==> src/rtl/kfilt_pkg.sv <==
package kfilt_pkg;

  localparam int unsigned SEL_W   = 4;
  localparam int unsigned LOG_MIN = 3;
  localparam int unsigned LOG_MAX = 17;
  localparam int unsigned CNT_W   = LOG_MAX;

  // action chosen for one clock edge
  typedef enum logic [1:0] {
    ACT_HOLD  = 2'd0,
    ACT_UP    = 2'd1,
    ACT_DOWN  = 2'd2,
    ACT_CLEAR = 2'd3
  } act_e;

  // wrap value (K-1) for a modulus code, clamped at the largest modulus
  function automatic logic [CNT_W-1:0] top_of(input logic [SEL_W-1:0] code);
    int unsigned lg;
    lg = int'(code) + LOG_MIN;
    if (lg > LOG_MAX) lg = LOG_MAX;
    return CNT_W'((64'd1 << lg) - 64'd1);
  endfunction

endpackage

==> src/rtl/kfilt_modsel.sv <==
// Holds the modulus code in use, flags a code change, and decodes the wrap value.
module kfilt_modsel #(
  parameter int unsigned SEL_W   = 4,
  parameter int unsigned CNT_W   = 17,
  parameter int unsigned LOG_MIN = 3,
  parameter int unsigned LOG_MAX = 17
) (
  input  logic             clk,
  input  logic             rst_n,
  input  logic [SEL_W-1:0] sel_i,
  output logic             chg_o,
  output logic [CNT_W-1:0] top_o
);

  localparam int unsigned LW = 8;

  logic [SEL_W-1:0] sel_q;
  logic [SEL_W-1:0] sel_d;
  logic [LW-1:0]    log_w;

  // next state: take the new code on every edge
  always_comb begin
    sel_d = sel_i;
  end

  always_ff @(posedge clk or negedge rst_n) begin
    if (!rst_n) begin
      sel_q <= '0;
    end else begin
      sel_q <= sel_d;
    end
  end

  assign chg_o = (sel_i != sel_q);

  // log2(K) for the stored code, clamped
  always_comb begin
    log_w = LW'(sel_q) + LW'(LOG_MIN);
    if (log_w > LW'(LOG_MAX)) begin
      log_w = LW'(LOG_MAX);
    end
  end

  // thermometer mask: bit g is set when g lies below log2(K)
  for (genvar g = 0; g < int'(CNT_W); g++) begin : g_mask
    assign top_o[g] = (LW'(g) < log_w);
  end

endmodule

==> src/rtl/kfilt_ctrl.sv <==
// Picks the action for the next edge: a clear on a code change, otherwise a step or a hold.
module kfilt_ctrl
  import kfilt_pkg::*;
(
  input  logic chg_i,
  input  logic en_i,
  input  logic up_i,
  output act_e act_o
);

  always_comb begin
    if (chg_i) begin
      act_o = ACT_CLEAR;
    end else if (en_i) begin
      act_o = up_i ? ACT_UP : ACT_DOWN;
    end else begin
      act_o = ACT_HOLD;
    end
  end

endmodule

==> src/rtl/kfilt_core.sv <==
// Modulo-K count register with registered wrap pulses.
module kfilt_core
  import kfilt_pkg::*;
#(
  parameter int unsigned W = 17
) (
  input  logic         clk,
  input  logic         rst_n,
  input  act_e         act_i,
  input  logic [W-1:0] top_i,
  output logic [W-1:0] cnt_o,
  output logic         car_o,
  output logic         bor_o
);

  logic [W-1:0] cnt_q, cnt_d;
  logic         car_q, car_d;
  logic         bor_q, bor_d;
  logic         cnt_ld;
  logic         at_top;
  logic         at_zero;

  assign at_top  = (cnt_q == top_i);
  assign at_zero = (cnt_q == '0);

  always_comb begin
    cnt_d = cnt_q;
    car_d = 1'b0;
    bor_d = 1'b0;
    unique case (act_i)
      ACT_CLEAR: cnt_d = '0;
      ACT_UP: begin
        if (at_top) begin
          cnt_d = '0;
          car_d = 1'b1;
        end else begin
          cnt_d = cnt_q + W'(1);
        end
      end
      ACT_DOWN: begin
        if (at_zero) begin
          cnt_d = top_i;
          bor_d = 1'b1;
        end else begin
          cnt_d = cnt_q - W'(1);
        end
      end
      default: cnt_d = cnt_q;
    endcase
  end

  // the count register loads only when an action other than a hold is chosen
  assign cnt_ld = (act_i != ACT_HOLD);

  always_ff @(posedge clk or negedge rst_n) begin
    if (!rst_n) begin
      cnt_q <= '0;
    end else if (cnt_ld) begin
      cnt_q <= cnt_d;
    end
  end

  always_ff @(posedge clk or negedge rst_n) begin
    if (!rst_n) begin
      car_q <= 1'b0;
      bor_q <= 1'b0;
    end else begin
      car_q <= car_d;
      bor_q <= bor_d;
    end
  end

  assign cnt_o = cnt_q;
  assign car_o = car_q;
  assign bor_o = bor_q;

endmodule

==> src/rtl/kfilt_loop_counter.sv <==
module kfilt_loop_counter
  import kfilt_pkg::*;
(
  input  logic             clk,
  input  logic             rst_n,
  input  logic             cnt_en,
  input  logic             dir_up,
  input  logic [SEL_W-1:0] k_code,
  output logic             carry_o,
  output logic             borrow_o,
  output logic [CNT_W-1:0] count_o
);

  logic             chg;
  logic [CNT_W-1:0] top;
  act_e             act;

  kfilt_modsel #(
    .SEL_W  (SEL_W),
    .CNT_W  (CNT_W),
    .LOG_MIN(LOG_MIN),
    .LOG_MAX(LOG_MAX)
  ) u_modsel (
    .clk  (clk),
    .rst_n(rst_n),
    .sel_i(k_code),
    .chg_o(chg),
    .top_o(top)
  );

  kfilt_ctrl u_ctrl (
    .chg_i(chg),
    .en_i (cnt_en),
    .up_i (dir_up),
    .act_o(act)
  );

  kfilt_core #(
    .W(CNT_W)
  ) u_core (
    .clk  (clk),
    .rst_n(rst_n),
    .act_i(act),
    .top_i(top),
    .cnt_o(count_o),
    .car_o(carry_o),
    .bor_o(borrow_o)
  );

endmodule

==> config.mk <==
export PLATFORM = sky130hd
export DESIGN_NAME = kfilt_loop_counter
export DESIGN_NICKNAME = d
export VERILOG_FILES = /design/src/rtl/kfilt_pkg.sv /design/src/rtl/kfilt_modsel.sv /design/src/rtl/kfilt_ctrl.sv /design/src/rtl/kfilt_core.sv /design/src/rtl/kfilt_loop_counter.sv
export SDC_FILE = /design/constraint.sdc
export NUM_CORES = 1
export LEC_CHECK = 0
export BUFFER_PORTS_ARGS = -buffer_cell sky130_fd_sc_hd__buf_2
export CAP_MARGIN = 15
export CELL_PAD_IN_SITES_DETAIL_PLACEMENT = 1
export CELL_PAD_IN_SITES_GLOBAL_PLACEMENT = 1
export CORE_MARGIN = 4
export CORE_UTILIZATION = 36
export CTS_CLUSTER_DIAMETER = 100
export DETAILED_ROUTE_END_ITERATION = 10
export HOLD_SLACK_MARGIN = 0.08
export PLACE_DENSITY_LB_ADDON = 0.1
export RECOVER_POWER = 50
export SLEW_MARGIN = 40
export SYNTH_ARGS = -nofsm -noshare
export SYNTH_HDL_FRONTEND = slang
export SYNTH_SLANG_ARGS = --single-unit
==> constraint.sdc <==
create_clock -name clk -period 5.7 [get_ports clk]
set_clock_uncertainty 0.05 [all_clocks]
set_input_delay 1.71 -clock clk [delete_from_list [all_inputs] [get_ports clk]]
set_output_delay 1.71 -clock clk [all_outputs]
set_load 0.05 [all_outputs]
* Word-level counts from Yosys, hierarchy flattened
Cells that the tools add are included.
** Cells by class
- Order comparisons :: 18
- $add $sub $neg :: 3
- Reductions and logical operators :: 4
- Eq/ne operators :: 5
- Mux-type cells :: 11
** Operators by type and width (count)
- 4-bit by 8-bit < comparator with 1-bit output, first input constant :: 8
- 17-bit case mux with 3 select lines :: 1
- 17-bit two-way mux :: 2
- 3-bit by 8-bit < comparator with 1-bit output, first input constant :: 4
- 17-bit by 1-bit adder with 17-bit output, second input constant :: 1
- 17-bit == test :: 1
- 17-bit logical NOT :: 1
- 17-bit by 1-bit subtractor with 17-bit output, second input constant :: 1
- 1-bit by 8-bit < comparator with 1-bit output, first input constant :: 2
- 2-bit by 8-bit < comparator with 1-bit output, first input constant :: 2
- 8-bit by 5-bit > comparator with 1-bit output, second input constant :: 1
- 5-bit by 8-bit < comparator with 1-bit output, first input constant :: 1
- 2-bit two-way mux :: 3
- 4-bit by 2-bit adder with 5-bit output, second input constant :: 1
- 5-bit two-way mux :: 1
- 2-bit == test, second input constant :: 2
- 1-bit two-way mux :: 4
- 4-bit != test :: 1
- 3-bit nonzero test :: 1
- 2-bit by 1-bit == test with 1-bit output, second input constant :: 1
- 2-bit AND reduction :: 1
- 2-bit nonzero test :: 1
** Word-level totals
- Input port bits :: 8
- Word-level logic and storage cells :: 45
- Register bits :: 23

* Longest topological paths before layout
Gate-level depths: netlist of the first run.
- Depth after elaboration :: 7
- Gate-level depth with buffers :: 15
- Gate-level depth less buffers :: 10

* Modules after synthesis
Synthesis of the first run repeated with hierarchy kept, for this count alone.
** Second synthesis, totals
- Cell total of the unflattened synthesis :: 284
- Area total of the unflattened synthesis :: 2339.7 sq um
** By module, submodules not included
- kfilt_core :: times used 1, area an instance 1910.6 sq um, seq. area each 475.5 sq um, cells each 227
- kfilt_modsel :: times used 1, area an instance 409.1 sq um, seq. area each 100.1 sq um, cells each 54
- kfilt_ctrl :: times used 1, area an instance 20.0 sq um, seq. area each 0.0 sq um, cells each 3

* Least setup slack after synthesis of the first run
No wires, ideal clock.
- Path type :: input to register
- Start point :: input port k_code[1]
- End point :: register u_core.cnt_q[3], in the netlist u_core.cnt_o[3]
- Cell stages on the path :: 8
- Data required time :: 5.581 ns
- Buffers on the path :: 0
- Arrival :: 3.672 ns
- Library setup time :: 0.069 ns
- Path slack :: 1.909 ns
- Path through :: xor2_1 -> nor4_1 -> o21ai_0 -> ha_1 -> nand2b_1 -> a21oi_2 -> or4b_2 -> nand3_1
** On the way
- Longest elaborated chain between the ends :: 5
- Elaborated cells between the ends (all ways) :: 9
- Those cells by class :: 4 x eq/ne; 2 x mux; 3 x reduce/logical
** RTL lines
- start, declared :: RTL line kfilt_loop_counter.sv:8 : input logic [SEL_W-1:0] k_code,
- 4-bit != test * :: RTL line kfilt_modsel.sv:34 : assign chg_o = (sel_i != sel_q);
- 2-bit two-way mux * :: RTL line kfilt_ctrl.sv:12 : if (chg_i) begin
- 2-bit == test / 2-bit by 1-bit == test with 1-bit output (equally long branches) :: RTL line kfilt_core.sv:30 : unique case (act_i)
- 3-bit nonzero test (no line)
- 2-bit AND reduction (no line)
- end signal, assigned :: RTL line kfilt_core.sv:59 : cnt_q <= cnt_d;
- end, declared :: RTL line kfilt_core.sv:16 : logic [W-1:0] cnt_q, cnt_d;
Mark *: on every way between the ends. The rest lies on a longest branch, timed or not.
A chain may end at the register's enable or synchronous reset.

* Final worst setup path of the first run
- Start point :: input port k_code[1]
- End point :: register u_core.cnt_q[15], in the netlist u_core.cnt_o[15]
Same word-level chain as after synthesis.

==> impl_results.md, run 1 <==
* Worst vdd rail ir drop at 109.9 uV
* Placeable core area at 7370 um2
* Combinational family with the most area after synthesis: compound AO/OA/AOI/OAI gates
* Buffer count from post-CTS setup fixing at 0
* Finish-stage setup viols at 0
* Outcome: finished clean
* CP cell instances: clkbuf_1 > xor2_1 > nor4_1 > o21ai_0 > ha_1 > nand2b_1 > a21oi_2 > nor2b_1 > a221o_1
* Total number of vias at 2,860
* Clock tree from TritonCTS: built
* Post-Synthesis Net Count at 384
* Sequential-to-total area share from yosys stat at 0.2081
* Worst-path fanout max at 17
* Transition at the pin with the smallest max-transition slack at 1.429 ns
* Root Buffer Master: clkbuf_8
* Synth Area in Adders at 0.03620
* TritonCTS Buffers at 3
* Count of input and output buffers at 26
* Pin count of the biggest net entering global routing at 41
* Gpl congestion at 0.8494
* Quantity of gates resized following cts at 0
* Clock Latency Late Sink at 0.27 ns
* Number of endpoints with negative hold slack in the final report at 0
* Timing-limited maximum frequency at 233.5 MHz
* Count of H-tree levels built during CTS at 1
* Instance count of the mapped netlist at 368
* # diodes at 0
* DRC marker count from the first detailed-route iteration at 144
* Share of synthesized flip-flops with an asynchronous set or reset at 1.000
* Cell area after synthesis at 2765 um2
* Count of flip-flops with a built-in enable after synthesis at 0
* Average size of a mapped cell at 7.514 um2
* Die outline area at 9147 um2
* Initial Utilization at 0.3752
* Total gr overflow at 0
* Setup repair after global routing missed its margin: false
* Clock slew at reported path FFs at 0.10 ns
* Initial antenna violation count at 0
* Routed wire per std cell at 20.40 um
* Net switching power at 0.1542 mW
* Residual DRC at 0
* Gate power share at 0.298
* Simple-gate area share of the yosys netlist at 0.2851
* Number of placement rows at 31
* Hpwl dp at 6.893 mm
* Overall routing resource usage at 0.2159
* Crit share post-route at 0.7514
* Crit-path slowest cell: a21oi_2
* Ratio of routed vias to standard cells at 6.164
* Crit path launch type: input pin
* Total I/O pin count at 27
* Time the final worst path needs with I/O delays and setup at 4.283 ns
* Sequential power share at 0.428
* Kind of critical path: input pin to flop
* Post-synthesis mux area share at 0.007240
* Yosys Warn Count at 0
* Required time of the critical path at 5.87 ns
* Post-synthesis compound-gate area fraction at 0.3167
* Wire length of the first global-routing pass at 15.35 mm
* Final instance area at 2919 um2
* Post-CTS Hold Fix Bufs at 0
* XOR/XNOR share of the synthesized area at 0.06018
* Hold Crit Class: flop to flop
* Predominant post-synthesis flop cell: dfrtp_1
* Fraction of layout cells with a size suffix above 1 at 0.1260
* Number of fill cells in the layout at 948
* Cell area after placement at 2887 um2
* Nets at 382
* Layout overhead on the synthesized area at 5.566%
* Setup tns final at 0 ns
* Max-slew headroom at 0.04712
* Total Wirelength at 9.467 mm
* Critical path's largest stage delay at 0.60 ns
* Remaining antenna violation count at 0
* CTS Sinks at 23
* Yosys reg bits at 23
* Cell-internal power at 0.2569 mW
* Number of pins exceeding their max-slew limit in the final report at 0
* MaxCap Viol Count at 0
* Pwr per Cell Area at 140.8 nW/um2
* Via count of the first global-routing pass at 2,824
* Clock Path Buffers at 2
* Data arrival at the endpoint of the critical path at 4.45 ns
* Endpoint type of the worst setup path: flop
* Die width at 95.64 um
* Detailed-router iteration count before antenna repair at 4
* Lkg Pwr at 1.226 nW
* Unique masters post-synth at 70
* Height of the die at 95.64 um
* Clock share of power at 0.274
* Switching share of power at 0.3750
-- area by class of cell --
| class | instances | area (um2) | share of cell area |
|---|---|---|---|
| Tap cell | 99 | 123.9 | 0.04243 |
| Clock buffer | 4 | 45.04 | 0.01543 |
| Sequential cell | 23 | 575.6 | 0.1972 |
| Multi-Input combinational cell | 290 | 1956 | 0.6700 |
| Timing Repair Buffer | 31 | 155.1 | 0.05315 |
| Inverter | 17 | 63.81 | 0.02186 |
-- stage by stage --
stage               total power, mW  setup WS, ns  cells  utilization  hold WS, ns
floorplan                    0.2682         1.909    368            -       0.7230
global placement             0.2991         1.231    460       0.3910       0.6226
detailed placement           0.3013         1.137    460       0.3917       0.6456
CTS                          0.4144         1.430    464       0.3978       0.6604
global route                 0.4334         1.178    464       0.3961       0.6930
finish                       0.4111         1.417    464       0.3961       0.6544
-- cell usage after synthesis, drive strengths merged, types with 4 or more instances --
library cell  count  area, um2
a21o              8      60.06
and2              6      37.54
nand2            33      123.9
a221o             7      70.07
o21ai            23      115.1
xor2             10      87.58
o211a             4      40.04
nand3            17      85.08
o211ai            5      37.54
nor3             11      55.05
a21oi            17      100.1
ha                8      100.1
clkbuf           22      82.58
nor4             10      62.56
buf              16      92.58
nor2             20      75.07
xnor2             9      78.83
dfrtp            23      575.6
nor2b             8      50.05
o221ai            4      35.03
and3              4      25.02
nand2b            8      50.05
a211oi            9      67.56
inv              16      60.06
or2               7      43.79
-- metal layers --
layer | track usage | vias up | share of wire | routed length, um
met3 | 0.03157 | 10 | 0.045 | 424
met1 | 0.3012 | 1436 | 0.46 | 4382
met4 | 0.04028 | 0 | 0.010 | 95
li1 | - | 1353 | - | -
met2 | 0.3544 | 61 | 0.48 | 4565
met5 | 0 | - | 0 | 0
-- critical path, delay by kind of cell --
family	cells	cell delay, ns
AND/OR/NAND/NOR	3	1.12
AO/OA/AOI/OAI	3	1.07
adder cells (fa/ha/maj)	1	0.33
XOR/XNOR	1	0.14
buffers and inverters	1	0.09
-- worst paths after layout --
check	start	to	slack, ns	cells after the start
max	k_code[1]	u_core.cnt_o[15]	1.42	9
min	u_core.cnt_o[14]	u_core.cnt_o[14]	0.65	1
max reg2reg	u_modsel.sel_q[0]	u_core.cnt_o[15]	1.52	10
min reg2reg	u_core.cnt_o[14]	u_core.cnt_o[14]	0.65	1
max in group asynchronous	rst_n	u_core.cnt_o[2]	3.06	1
min in group asynchronous	rst_n	u_modsel.sel_q[3]	1.70	1
-- state kept, by name (all words and copies together) (netlist names) --
register	cells
u_core.cnt_o	17
u_core.bor_o	1
u_modsel.sel_q	4
u_core.car_o	1
-- cell usage in the layout, fill, tap and decap left out, drive strengths merged, types with 8 or more instances in the layout --
master / netlist / final
nor2: 20 / 20
nor2b: 8 / 8
a21o: 8 / 8
dfrtp: 23 / 23
nand2b: 8 / 8
inv: 16 / 16
xor2: 10 / 10
a21oi: 17 / 17
ha: 8 / 8
clkbuf: 22 / 14
buf: 16 / 21
nor3: 11 / 11
a211oi: 9 / 9
nand3: 17 / 17
xnor2: 9 / 9
o21ai: 23 / 23
nand2: 33 / 33
nor4: 10 / 10
-- power by group through the flow --
| stage | Sequential, mW | Combinational [mW] | Clock, mW |
|---|---|---|---|
| floorplan | 0.179 | 0.0894 | 0 |
| global placement | 0.179 | 0.120 | 0 |
| detailed placement | 0.179 | 0.122 | 0 |
| CTS | 0.176 | 0.123 | 0.116 |
| global route | 0.177 | 0.135 | 0.122 |
| finish | 0.176 | 0.123 | 0.113 |
-- logic make-up after synthesis --
kind of cell | count (synthesis)
xor gates and xnor gates | 19
muxes | 2
and+or+nand+nor | 145
adders and majority gates | 8
buffers and inverters | 55
DFF | 23
AOI/OAI and AO/OA | 116
No activity file was read; power rests on OpenSTA's default activity.
==> inputs of run 2 (changes only) <==
ABC_AREA = 1   (was default)
clock period = 3.9 ns   (was 5.7 ns; I/O delays follow)
==> run 2 against run 1 <==
Effect of this change: synthesized cell count up 20%; critical path depth up 8; clock power up 48%; combinational power up 26%; die area down 4.7%; cell area down 3.2%; clock-buffer cell count down 1; core utilization up 1.1 points; global-route usage up 0.11 points; largest power group unchanged.
==> impl_results.md, run 2 <==
* Instance count of the mapped netlist at 440 (was 368)
* Number of endpoints with negative hold slack in the final report at 0 (unchanged)
* Height of the die at 93.37 um (was 95.64 um)
* Top post-synthesis cells by count: nand2_1, nor2_1, inv_1, nand3_1, dfrtp_1 (was nand2_1, dfrtp_1, o21ai_0, clkbuf_1, nor2_1)
* Hold Crit Class: flop to flop (unchanged)
* Simple-gate area share of the yosys netlist at 0.4855 (was 0.2851)
* Overall routing resource usage at 0.2170 (was 0.2159)
* Gpl congestion at 0.8888 (was 0.8494)
* Count of flip-flops with a built-in enable after synthesis at 0 (unchanged)
* Synth Area in Adders at 0.03815 (was 0.03620)
* Total Wirelength at 8.933 mm (was 9.467 mm)
* Worst min-delay path endpoint: u_core.cnt_o[1] (was u_core.cnt_o[14])
* Total gr overflow at 0 (unchanged)
* Number of pins exceeding their max-slew limit in the final report at 0 (unchanged)
* Root Buffer Master: clkbuf_8 (unchanged)
* Unique masters post-synth at 34 (was 70)
* Total number of vias at 2,858 (was 2,860)
* Quantity of gates resized following cts at 0 (unchanged)
* Cell area after synthesis at 2624 um2 (was 2765 um2)
* Max-slew headroom at 0.07569 (was 0.04712)
* Worst setup slack for register-to-register paths at 0.89 ns (was 1.52 ns)
* CP cell instances: inv_2 > ha_1 > inv_2 > nand3_1 > buf_4 > nand2_1 > nand2_1 > nand2_1 > nand2_1 > nor2_1 > nand2_1 > nor2_2 > nand3_4 > nand2_1 > nand2_1 > nand2_1 > nand2_1 (was clkbuf_1 > xor2_1 > nor4_1 > o21ai_0 > ha_1 > nand2b_1 > a21oi_2 > nor2b_1 > a221o_1)
* Top-area cell type share of the netlist area at 0.2332 (was 0.2081)
* Number of placement rows at 30 (was 31)
* Detailed-router iteration count before antenna repair at 4 (unchanged)
* Post-synthesis mux area share at 0 (was 0.007240)
* Crit path launch type: flop (was input pin)
* TritonCTS Buffers at 3 (unchanged)
* Layout overhead on the synthesized area at 7.678% (was 5.566%)
* Outcome: finished clean (unchanged)
* Die outline area at 8718 um2 (was 9147 um2)
* Number of fill cells in the layout at 973 (was 948)
* Hold Startpoint: u_core.cnt_o[1] (was u_core.cnt_o[14])
* Transition at the pin with the smallest max-transition slack at 1.386 ns (was 1.429 ns)
* Post-Synthesis Net Count at 456 (was 384)
* Nets at 470 (was 382)
* Clock slew at reported path FFs at 0.10 ns (about the same)
* Combinational family with the most area after synthesis: simple AND/OR/NAND/NOR gates (was compound AO/OA/AOI/OAI gates)
* Die width at 93.37 um (was 95.64 um)
* Clock tree from TritonCTS: built (unchanged)
* Critical path's largest stage delay at 0.48 ns (was 0.60 ns)
* Design Power at 0.5708 mW (was 0.4111 mW)
* Count of H-tree levels built during CTS at 1 (unchanged)
* DRC marker count from the first detailed-route iteration at 112 (was 144)
* Endpoint type of the worst setup path: flop (unchanged)
* Via count of the first global-routing pass at 2,922 (was 2,824)
* Most common cell after layout, fill and taps aside: nand2_1 (unchanged)
* Initial antenna violation count at 0 (unchanged)
* Lkg Pwr at 1.505 nW (was 1.226 nW)
* Sequential-to-total area share from yosys stat at 0.2194 (was 0.2081)
* Fraction of layout cells with a size suffix above 1 at 0.1236 (was 0.1260)
* Most common cell in the synthesized netlist: nand2_1 (unchanged)
* Launch point of the worst reg-to-reg path: u_modsel.sel_q[0] (unchanged)
* Number of flip-flops in the largest register at 17 (unchanged)
* Most area-consuming cells after synthesis: nand2_1, dfrtp_1, nand3_1 (was dfrtp_1, nand2_1, o21ai_0)
* MaxCap Viol Count at 0 (unchanged)
* Total instance count after detailed placement at 545 (was 460)
* Initial Utilization at 0.3778 (was 0.3752)
* Clock Latency Late Sink at 0.28 ns (was 0.27 ns)
* Buffer count from post-CTS setup fixing at 0 (unchanged)
* Count of input and output buffers at 26 (unchanged)
* Predominant post-synthesis flop cell: dfrtp_1 (unchanged)
* Pwr per Cell Area at 202.0 nW/um2 (was 140.8 nW/um2)
* Average size of a mapped cell at 5.963 um2 (was 7.514 um2)
* Required time of the critical path at 4.03 ns (was 5.87 ns)
* Pin count of the biggest net entering global routing at 24 (was 41)
* Number of non-filler instances in the completed layout at 549 (was 464)
* Routed wire per std cell at 16.27 um (was 20.40 um)
* Commonest cells after routing, fill and taps aside: nand2_1, nor2_1, inv_1, nand3_1, dfrtp_1 (was nand2_1, o21ai_0, dfrtp_1, nor2_1, nand3_1)
* Cell type with the largest total area after synthesis: nand2_1 (was dfrtp_1)
* Time the final worst path needs with I/O delays and setup at 3.010 ns
* Remaining antenna violation count at 0 (unchanged)
* Total I/O pin count at 27 (unchanged)
* Ratio of routed vias to standard cells at 5.206 (was 6.164)
* Yosys Warn Count at 0 (unchanged)
* Timing-limited maximum frequency at 332.2 MHz
* Post-CTS Hold Fix Bufs at 0 (unchanged)
* Yosys reg bits at 23 (unchanged)
* Worst vdd rail ir drop at 92.90 uV (was 109.9 uV)
* CTS Sinks at 23 (unchanged)
* XOR/XNOR share of the synthesized area at 0.05007 (was 0.06018)
* Wire length of the first global-routing pass at 15.02 mm (was 15.35 mm)
* Setup repair after global routing missed its margin: false (unchanged)
* Critical Path Most Common Cell: nand2_1
* Setup tns final at 0 ns (unchanged)
* Share of synthesized flip-flops with an asynchronous set or reset at 1.000 (unchanged)
* Post-synthesis compound-gate area fraction at 0.09633 (was 0.3167)
* Kind of critical path: flop to flop (was input pin to flop)
* Worst-path fanout max at 18 (was 17)
* Data arrival at the endpoint of the critical path at 3.14 ns (was 4.45 ns)
* Crit Reg-Reg Endpoint: u_core.cnt_o[2] (was u_core.cnt_o[15])
* Residual DRC at 0 (unchanged)
* Hold-critical path depth at 2 (was 1)
* Hpwl dp at 6.804 mm (was 6.893 mm)
* Number of cells on the worst reg-to-reg path at 17 (was 10)
* Placeable core area at 6944 um2 (was 7370 um2)
* # diodes at 0 (unchanged)
* Crit-path slowest cell: dfrtp_1 (was a21oi_2)
* Crit share post-route at 0.7719
* Finish-stage setup viols at 0 (unchanged)
* Clock Path Buffers at 2 (unchanged)
[run 2: metal layers]
| metal | global-route usage | vias to the layer above | wire [um] |
|---|---|---|---|
| met4 | 0.03663 | 0 | 63 |
| li1 | - | 1423 | - |
| met2 | 0.3711 | 41 | 4120 |
| met1 | 0.2987 | 1387 | 4425 |
| met3 | 0.02172 | 7 | 324 |
| met5 | 0 | - | 0 |
[run 2: cell type report]
type / instances / area [um2] / share of cell area
Clock inverter: 1 / 5.005 / 0.001771
Sequential cell: 23 / 575.6 / 0.2037
Clock buffer: 3 / 41.29 / 0.01461
Multi-Input combinational cell: 350 / 1763 / 0.6240
Inverter: 46 / 172.7 / 0.06112
Timing Repair Buffer: 30 / 147.6 / 0.05226
Tap cell: 96 / 120.1 / 0.04252
[run 2: worst max path at each step]
stage	cells after the start	startpoint	slack, ns	to
after detailed placement	12	k_code[3]	0.60	u_core.cnt_o[10]
after global routing	18	u_modsel.sel_q[1]	0.61	u_core.cnt_o[2]
after global placement	13	k_code[3]	0.66	u_core.cnt_o[12]
after floorplan	13	k_code[3]	1.09	u_core.cnt_o[10]
final	17	u_modsel.sel_q[0]	0.89	u_core.cnt_o[2]
after CTS	13	k_code[3]	0.89	u_core.cnt_o[12]
[run 2: cells by family (layout without fill, tap and decap cells)]
kind of cell / after synthesis / after routing
simple gates: 287 / 287
buf+inv: 67 / 80
compound gates: 40 / 40
xor+xnor: 15 / 15
flops: 23 / 23
fa+ha+maj: 8 / 8
[run 2: stage by stage]
step / worst slack (ns) / hold WS (ns) / utilization / area (um2)
4_1_cts: 0.8901 / 0.5496 / 0.4086 / 2838
3_3_place_gp: 0.6560 / 0.4994 / 0.4013 / 2786
6_report: 0.8895 / 0.5410 / 0.4068 / 2825
5_1_grt: 0.6122 / 0.6024 / 0.4068 / 2825
3_5_place_dp: 0.6005 / 0.5203 / 0.4020 / 2791
2_1_floorplan: 1.091 / 0.7280 / - / 2624
[run 2: critical path, delay by kind of cell (launching register included)]
family	cells	cell delay (ns)
adders and majority gates	1	0.29
and+or+nand+nor	13	1.59
DFF	1	0.48
buffers and inverters	3	0.50
[run 2: report_power, final]
| part | switching, mW | internal (mW) |
|---|---|---|
| clock network | 0.0948 | 0.0719 |
| logic | 0.112 | 0.0432 |
| registers | 0.00707 | 0.242 |
| total | 0.214 | 0.357 |
==> inputs of run 3 (changes only) <==
clock period = 2.69 ns   (was 3.9 ns; I/O delays follow)
==> run 3 against run 2 <==
Effect of this change: clock power up 47%; die area did not move; critical path depth stayed put; non-clock buffer count is 17 higher; largest cell class unchanged; critical path type unchanged; critical endpoint is now u_core.cnt_o[10]; sequential power increased by 44%; final cell count increased by 3.1%.
==> impl_results.md, run 3 (synthesized netlist as in run 2, its figures left out) <==
* Clock share of power at 0.289 (was 0.292)
* Remaining antenna violation count at 0 (unchanged)
* TritonCTS Buffers at 3 (unchanged)
* Die outline area at 8718 um2 (unchanged)
* Number of endpoints with negative hold slack in the final report at 0 (unchanged)
* Sequential power share at 0.422 (was 0.436)
* Final instance area at 2988 um2 (was 2825 um2)
* Ratio of routed vias to standard cells at 5.154 (was 5.206)
* Cell-internal power at 0.5342 mW (was 0.3568 mW)
* Final core utilization at 0.4303 (was 0.4068)
* Initial antenna violation count at 0 (unchanged)
* Most common cell after layout, fill and taps aside: nand2_1 (unchanged)
* Count of H-tree levels built during CTS at 1 (unchanged)
* Worst vdd rail ir drop at 161.4 uV (was 92.90 uV)
* Layout overhead on the synthesized area at 13.88% (was 7.678%)
* MaxCap Viol Count at 0 (unchanged)
* Nets at 487 (was 470)
* Data arrival at the endpoint of the critical path at 2.57 ns (was 3.14 ns)
* Fraction of layout cells with a size suffix above 1 at 0.1553 (was 0.1236)
* Gate power share at 0.289 (was 0.272)
* Setup tns final at 0 ns (unchanged)
* Crit share post-route at 0.9051 (was 0.7719)
* Total number of vias at 2,917 (was 2,858)
* Cell area after placement at 2924 um2 (was 2791 um2)
* Kind of critical path: flop to flop (unchanged)
* Gpl congestion at 0.9017 (was 0.8888)
* Pwr per Cell Area at 284.4 nW/um2 (was 202.0 nW/um2)
* Count of input and output buffers at 26 (unchanged)
* # diodes at 0 (unchanged)
* Routed wire per std cell at 15.83 um (was 16.27 um)
* Number of flip-flops in the largest register at 17 (unchanged)
* Clock Latency Late Sink at 0.28 ns (about the same)
* Clock Path Buffers at 2 (unchanged)
* Via count of the first global-routing pass at 2,856 (was 2,922)
* Commonest cells after routing, fill and taps aside: nand2_1, nor2_1, inv_1, nand3_1, dfrtp_1 (unchanged)
* Clock slew at reported path FFs at 0.10 ns (about the same)
* Total I/O pin count at 27 (unchanged)
* Net switching power at 0.3156 mW (was 0.2140 mW)
* Number of placement rows at 30 (unchanged)
* Crit path launch type: flop (unchanged)
* Required time of the critical path at 2.82 ns (was 4.03 ns)
* Max-slew headroom at 0.06902 (was 0.07569)
* Lkg Pwr at 1.601 nW (was 1.505 nW)
* Worst-path fanout max at 18 (unchanged)
* Multi-input combinational cell area at 1760 um2 (was 1763 um2)
* Worst min-delay path endpoint: u_core.cnt_o[2] (was u_core.cnt_o[1])
* Root Buffer Master: clkbuf_8 (unchanged)
* Worst setup slack for register-to-register paths at 0.26 ns (was 0.89 ns)
* Total gr overflow at 0 (unchanged)
* Hold-critical path depth at 2 (unchanged)
* Transition at the pin with the smallest max-transition slack at 1.396 ns (was 1.386 ns)
* Total Wirelength at 8.961 mm (was 8.933 mm)
* Endpoint type of the worst setup path: flop (unchanged)
* Hpwl dp at 7.022 mm (was 6.804 mm)
* CTS Sinks at 23 (unchanged)
* Number of pins exceeding their max-slew limit in the final report at 0 (unchanged)
* DRC marker count from the first detailed-route iteration at 179 (was 112)
* Setup repair after global routing missed its margin: false (unchanged)
* Wire length of the first global-routing pass at 15.00 mm (was 15.02 mm)
* Outcome: finished clean (unchanged)
* Time the final worst path needs with I/O delays and setup at 2.435 ns (was 3.010 ns)
* Residual DRC at 0 (unchanged)
* Pin count of the biggest net entering global routing at 24 (unchanged)
* Height of the die at 93.37 um (unchanged)
* Die width at 93.37 um (unchanged)
* Post-CTS Hold Fix Bufs at 0 (unchanged)
* Clock tree from TritonCTS: built (unchanged)
* Hold Crit Class: flop to flop (unchanged)
* Timing-limited maximum frequency at 410.7 MHz (was 332.2 MHz)
* Sequential cell area in the final layout at 575.6 um2 (unchanged)
* Finish-stage setup viols at 0 (unchanged)
* Overall routing resource usage at 0.2192 (was 0.2170)
* Crit Reg-Reg Endpoint: u_core.cnt_o[10] (was u_core.cnt_o[2])
* Placeable core area at 6944 um2 (unchanged)
* Launch point of the worst reg-to-reg path: u_modsel.sel_q[1] (was u_modsel.sel_q[0])
* Switching share of power at 0.3713 (was 0.3749)
* Worst-case hold slack at 0.5346 ns (was 0.5410 ns)
* Number of fill cells in the layout at 986 (was 973)
* Initial Utilization at 0.3778 (unchanged)
* Hold Startpoint: u_core.cnt_o[2] (was u_core.cnt_o[1])
* Detailed-router iteration count before antenna repair at 4 (unchanged)
* Number of cells on the worst reg-to-reg path at 17 (unchanged)
-- run 3: changes by cell type in the layout (fill, tap and decap cells not counted), sizes merged --
| cell | before | now |
|---|---|---|
| buf | 20 | 37 |
-- run 3: timing repair --
item,CTS,global route
setup endpoints to repair,0,17
gates resized for setup,0,1
setup buffers,0,2
-- run 3: power by group through the flow --
stage / Combinational (mW) / Clock [mW] / Sequential (mW)
6_report: 0.246 / 0.245 / 0.359
5_1_grt: 0.277 / 0.267 / 0.360
4_1_cts: 0.246 / 0.250 / 0.359
3_5_place_dp: 0.244 / 0 / 0.366
3_3_place_gp: 0.241 / 0 / 0.365
2_1_floorplan: 0.158 / 0 / 0.370
-- run 3: final cells by class --
class,instances,share of cell area
clock buffer,3,0.01382
clock inverter,1,0.001675
inverter,46,0.05779
multi-input combinational,350,0.5892
sequential,23,0.1926
tap,96,0.04020
timing repair buffer,47,0.1047
-- run 3: per-layer routing --
layer	global-route usage	wire length [um]	vias up	part of all wire
li1	-	-	1463	-
met1	0.3111	4500	1381	0.50
met2	0.3419	3948	54	0.44
met3	0.02735	309	19	0.034
met4	0.07326	203	0	0.023
met5	0	0	-	0
-- run 3: worst max-delay path by stage --
stage                      startpoint                to  depth (start not counted)
floorplan                   k_code[3]  u_core.cnt_o[10]                         13
global placement            k_code[3]  u_core.cnt_o[16]                         12
detailed placement  u_modsel.sel_q[1]   u_core.cnt_o[0]                         17
CTS                 u_modsel.sel_q[1]   u_core.cnt_o[0]                         17
global route        u_modsel.sel_q[1]   u_core.cnt_o[5]                         17
finish              u_modsel.sel_q[1]  u_core.cnt_o[10]                         17
-- run 3: critical path: stages (launching register included) --
cell and delay, ns:
dfrtp_1 0.39, inv_1 0.12, ha_2 0.26, inv_2 0.05, nand3_1 0.17, buf_12 0.19, nand3_1 0.20, nand2_1 0.11
nand2_1 0.05, inv_1 0.04, nand2_1 0.07, nor2_2 0.16, nand3_4 0.09, buf_12 0.17, nand2_2 0.06, nand2_1 0.05
nand2_1 0.06, nand2_1 0.05
-- run 3: per-stage QoR --
step / cells / worst slack [ns] / power (mW)
2_1_floorplan: 440 / 0.2443 / 0.5280
3_5_place_dp: 560 / 0.1149 / 0.6097
6_report: 566 / 0.2552 / 0.8498
5_1_grt: 566 / 0.001843 / 0.9031
3_3_place_gp: 560 / 0.1557 / 0.6062
4_1_cts: 564 / 0.08772 / 0.8551
